<file path="src/rtl/lin_wake_pkg.sv">
package lin_wake_pkg;

  typedef enum logic [1:0] {
    MODE_RUN       = 2'b00,
    MODE_STOP      = 2'b01,
    MODE_SLEEP     = 2'b10,
    MODE_SLEEP_ALT = 2'b11
  } pwrMode_e;

  // strobes from control to datapath
  typedef struct packed {
    logic cntClear;
    logic cntInc;
    logic fireIrq;
    logic fireRst;
  } wakeStrobe_t;

endpackage

</file>
<file path="src/rtl/lin_wake_ctrl.sv">
module lin_wake_ctrl
  import lin_wake_pkg::*;
(
  input  logic        clk,
  input  logic        rstN,
  input  logic [1:0]  pwrMode,
  input  logic        rxOnly,
  input  logic        linRx,
  input  logic        busPrev,
  input  logic        domFull,
  output wakeStrobe_t strobe,
  output logic        txEnable,
  output logic        rxdOut
);

  logic lowPwr, isStop, isSleep, entry, detectOn, rise;
  logic runQ, armedQ, blockQ;

  assign lowPwr  = (pwrMode != MODE_RUN);
  assign isStop  = (pwrMode == MODE_STOP);
  assign isSleep = pwrMode[1];
  assign entry   = lowPwr && runQ;

  always_ff @(posedge clk or negedge rstN) begin
    if (!rstN) begin
      runQ   <= 1'b1;
      armedQ <= 1'b0;
      blockQ <= 1'b0;
    end else begin
      runQ <= !lowPwr;
      // arming needs a recessive sample inside the low-power stay
      if (!lowPwr)    armedQ <= 1'b0;
      else if (linRx) armedQ <= 1'b1;
      // receive-only is captured once, on entry
      if (!lowPwr)    blockQ <= 1'b0;
      else if (entry) blockQ <= rxOnly;
    end
  end

  assign detectOn = lowPwr && armedQ && !blockQ;
  assign rise     = linRx && !busPrev;

  always_comb begin
    strobe.cntClear = !detectOn || linRx;
    strobe.cntInc   = detectOn && !linRx;
    strobe.fireIrq  = detectOn && rise && domFull && isStop;
    strobe.fireRst  = detectOn && rise && domFull && isSleep;
  end

  assign txEnable = !lowPwr && !rxOnly;
  assign rxdOut   = (!lowPwr || (isStop && rxOnly)) ? linRx : 1'b1;

endmodule

</file>
<file path="src/rtl/lin_wake_dp.sv">
module lin_wake_dp
  import lin_wake_pkg::*;
#(
  parameter int MIN_DOM_CYCLES = 16
) (
  input  logic        clk,
  input  logic        rstN,
  input  logic        linRx,
  input  logic        statusRead,
  input  wakeStrobe_t strobe,
  output logic        busPrev,
  output logic        domFull,
  output logic        wakeIrq,
  output logic        resetReq,
  output logic        wakeFlag
);

  localparam int CNT_W = $clog2(MIN_DOM_CYCLES + 1);
  localparam logic [CNT_W-1:0] CNT_MAX = CNT_W'(MIN_DOM_CYCLES);

  logic [CNT_W-1:0] domCnt;
  logic             anyWake;

  assign domFull = (domCnt == CNT_MAX);
  assign anyWake = strobe.fireIrq || strobe.fireRst;

  always_ff @(posedge clk or negedge rstN) begin
    if (!rstN) begin
      busPrev  <= 1'b1;
      domCnt   <= '0;
      wakeIrq  <= 1'b0;
      resetReq <= 1'b0;
      wakeFlag <= 1'b0;
    end else begin
      busPrev <= linRx;
      if (strobe.cntClear)            domCnt <= '0;
      else if (strobe.cntInc && !domFull) domCnt <= domCnt + 1'b1;
      wakeIrq  <= strobe.fireIrq;
      resetReq <= strobe.fireRst;
      if (anyWake)         wakeFlag <= 1'b1;
      else if (statusRead) wakeFlag <= 1'b0;
    end
  end

endmodule

</file>
<file path="src/rtl/lin_wake_top.sv">
module lin_wake_top
  import lin_wake_pkg::*;
#(
  parameter int MIN_DOM_CYCLES = 16
) (
  input  logic       clk,
  input  logic       rstN,
  input  logic [1:0] pwrMode,
  input  logic       rxOnly,
  input  logic       linRx,
  input  logic       statusRead,
  output logic       txEnable,
  output logic       rxdOut,
  output logic       wakeIrq,
  output logic       resetReq,
  output logic       wakeFlag
);

  wakeStrobe_t strobe;
  logic        busPrev, domFull;

  lin_wake_ctrl u_ctrl (
    .clk(clk), .rstN(rstN), .pwrMode(pwrMode), .rxOnly(rxOnly),
    .linRx(linRx), .busPrev(busPrev), .domFull(domFull),
    .strobe(strobe), .txEnable(txEnable), .rxdOut(rxdOut)
  );

  lin_wake_dp #(.MIN_DOM_CYCLES(MIN_DOM_CYCLES)) u_dp (
    .clk(clk), .rstN(rstN), .linRx(linRx), .statusRead(statusRead),
    .strobe(strobe), .busPrev(busPrev), .domFull(domFull),
    .wakeIrq(wakeIrq), .resetReq(resetReq), .wakeFlag(wakeFlag)
  );

endmodule

</file>
<file path="config.mk">
export PLATFORM = sky130hd
export DESIGN_NAME = lin_wake_top
export DESIGN_NICKNAME = d
export VERILOG_FILES = /design/src/rtl/lin_wake_pkg.sv /design/src/rtl/lin_wake_ctrl.sv /design/src/rtl/lin_wake_dp.sv /design/src/rtl/lin_wake_top.sv
export SDC_FILE = /design/constraint.sdc
export NUM_CORES = 1
export LEC_CHECK = 0
export ABC_CLOCK_PERIOD_IN_PS = 1400
export BUFFER_PORTS_ARGS = -buffer_cell sky130_fd_sc_hd__clkbuf_2
export CORE_AREA = 2 2 39 41
export CTS_CLUSTER_SIZE = 28
export DETAILED_ROUTE_END_ITERATION = 12
export DIE_AREA = 0 0 41 43
export PLACE_DENSITY = 0.66
export REMOVE_ABC_BUFFERS = 1
export SLEW_MARGIN = 5
export SYNTH_ARGS = -nofsm -noshare
export SYNTH_HDL_FRONTEND = slang
export SYNTH_HIERARCHICAL = 1
export SYNTH_SLANG_ARGS = --single-unit
</file>
<file path="constraint.sdc">
create_clock -name clk -period 1.4 [get_ports clk]
set_input_delay 0.28 -clock clk [delete_from_list [all_inputs] [get_ports clk]]
set_output_delay 0.28 -clock clk [all_outputs]
set_load 0.01 [all_outputs]
</file>
==> results.md <==
- Status: complete, but fails checks
- Failing checks: setup timing
- Max Clk Rate: 703 MHz
- DRC: 0
- Syn Area/Cell: 10.3 µm²
- Pwr dens: 868 nW/µm²
- Crit-path slowest cell: dfrtp_1
- Sequential-to-total area share from yosys stat: 54.5%
- Top sig layer: met4
- Placed inst area: 721 µm²
- Core Footprint: 1380 µm²
- Design area: 885 µm²
- Clock Path Buffers: 2
- Full die area: 1760 µm²
- Crit. End Element: flip-flop
- Antenna fix cells: 0
- GPL Wtd Cong: 0.735
- Wire length on met2: 780 µm
- Post-route ant nets: 0
- Slew @ Worst Pin: 0.381 ns
- Die Wd: 41 µm
- Hold Crit Depth: 1
- Vias per cell: 4.93
- Slowest cell delay on critical path: 0.38 ns
- R2R cell count: 5
- DP Wirelength: 858 µm
- Final worst slack: -0.0227 ns
- P_leak: 0.431 nW
- Most frequent cells in the layout: buf_4, clkbuf_2, nor2_1, dfrtp_1
- Crit-path cells: nand2b_4 > nor3_4 > buf_6 > nor2b_2 > mux2_2
- Clock Latency Late Sink: 0.27 ns
- Total track usage: 18.8%
- #FFs+latches synth: 12
- Hold Path Class: in -> reg
- Netlist Area Pre-Place: 556 µm²
- Final setup fails: 4
- Port bufs: 11
- Worst IR Drop VDD: 0.504 mV
- Met3 routed WL: 34 µm
- CP required: 1.56 ns
- Yosys cell types: 18
- Most common cell after layout, fill and taps aside: buf_4
- Starting Density: 40.1%
- Setup TNS: -0.0685 ns
- Pwr Total: 0.000768 W
- CTS sink cnt: 12
- Layout cells sized above 1: 55.8%
- Routed via count: 503
- Final clock skew: 0.00283 ns
- IO Count: 12
- Initial drt markers: 13
- Worst Setup Path Type: reg -> reg
- CP arrival: 1.58 ns
- Final Hold Violating Endpoints: 0
- Vias in the first global route: 541
- Top post-synthesis cells by area: dfrtp_1, dfstp_2, nor2_1
- Wire per inst: 13.6 µm
- Mapped Cells: 54
- H-tree depth: 1
- Max FO, Critical Path: 3
- Fin crit share: 102%
- Antenna violations before repair: 0
- Post-layout net count: 96
- CTS Buf Count: 3
- Drt total wl: 1390 µm
- Largest net degree at the start of global routing: 13
- Met1 WL: 569 µm
- Slew headroom: 74.5%
- Site row count: 14
- Synth Warn #: 6
- CTS tree: built
- Worst Setup Start Kind: flip-flop
- Max-Cap Viols: 0
- Area grow syn2layout: 59.2%
- Min Tclk post-route: 1.42 ns
- Reg clk slew, reported paths: 0.08 ns
- Pre-antenna DRT Iters: 4
- Gr ovfl total: 0
- Clock Tree Root: clkbuf_4
- Chip Height: 43 µm
- Area share of the largest cell type after synthesis: 45.0%
- RSZ-0062 raised after global routing: yes
- Slew Viols, Final: 0
- Yosys top cell by area: dfrtp_1
- First-pass GRT wire length: 2210 µm
[registers in the layout, indices dropped and copies added (netlist names)]
| signal | flops |
|---|---|
| u_dp/domCnt | 5 |
| u_ctrl/armedQ | 1 |
| u_ctrl/blockQ | 1 |
| u_ctrl/runQ | 1 |
| u_dp/busPrev | 1 |
| u_dp/resetReq | 1 |
| u_dp/wakeFlag | 1 |
| u_dp/wakeIrq | 1 |
[cell families after synthesis]
kind of cell / Yosys count / share of synthesized area (%)
muxes: 3 / 5.63
DFF: 12 / 54.5
adders and majority gates: 2 / 4.50
xor gates and xnor gates: 2 / 3.15
and+or+nand+nor: 28 / 26.8
buffers and inverters: 4 / 2.70
AOI/OAI and AO/OA: 3 / 2.70
[timing repair]
item | in CTS | in global routing
endpoints found under the hold margin | 10 | 0
hold buffers | 1 | 0
endpoints found under the setup margin | 3 | 7
gates resized for setup | 11 | 8
pin swaps | 5 | 5
setup buffers | 2 | 2
[routing by layer]
| layer | GRT usage, % | vias to the layer above |
|---|---|---|
| met5 | 0 | - |
| met2 | 31.9 | 9 |
| met3 | 6.28 | 2 |
| met1 | 20.7 | 246 |
| li1 | - | 246 |
| met4 | 6.00 | 0 |
[cell usage after synthesis]
library cell  number
ha_1               2
dfstp_2            2
nand2b_1           4
nor2b_2            1
nand4_1            2
mux2_2             1
xor2_1             2
a21oi_1            1
nor3_1             3
mux2i_1            2
o21ai_0            2
nor4_1             1
nor2_1            10
dfrtp_1           10
nand2_1            4
and4bb_4           1
inv_1              4
or3_1              2
[worst max-delay path, delay by kind of cell, from the launching register on]
kind	cells	cell delay, ns
DFF	1	0.38
and+or+nand+nor	3	0.46
buffers and inverters	1	0.13
muxes	1	0.34
[path summary, 6_finish.rpt]
check,start,end,slack (ns)
worst max-delay path,u_ctrl/blockQ,u_dp/domCnt[0],-0.02
worst min-delay path,linRx,u_dp/busPrev,0.17
worst max register to register,u_ctrl/blockQ,u_dp/domCnt[0],-0.02
worst min register to register,u_dp/wakeFlag,u_dp/wakeFlag,0.54
max in group asynchronous,rstN,u_dp/busPrev,0.68
min in group asynchronous,rstN,u_dp/domCnt[3],0.44
[cell type report]
class	count	area (µm²)
timing repair buffer	28	193
sequential	12	303
clock buffer	4	36.3
tap	16	20.0
multi-input combinational	38	318
inverter	4	15.0
fill	107	499
[metrics by stage]
step                cells  utilization [%]  hold WS [ns]  worst slack (ns)
floorplan              54                -       -0.0156           -0.0573
global placement       93             52.1         0.181           -0.0170
detailed placement     93             52.1         0.183           -0.0650
CTS                   100             60.2         0.131           -0.0248
global route          102             63.9         0.154            -0.110
finish                102             63.9         0.170           -0.0227
[power breakdown]
part	switching (W)	internal (W)
Sequential	0.00000601	0.000358
Combinational	0.0000592	0.0000683
Clock	0.000119	0.000158
Total	0.000184	0.000584
No activity file was read; power rests on OpenSTA's default activity.
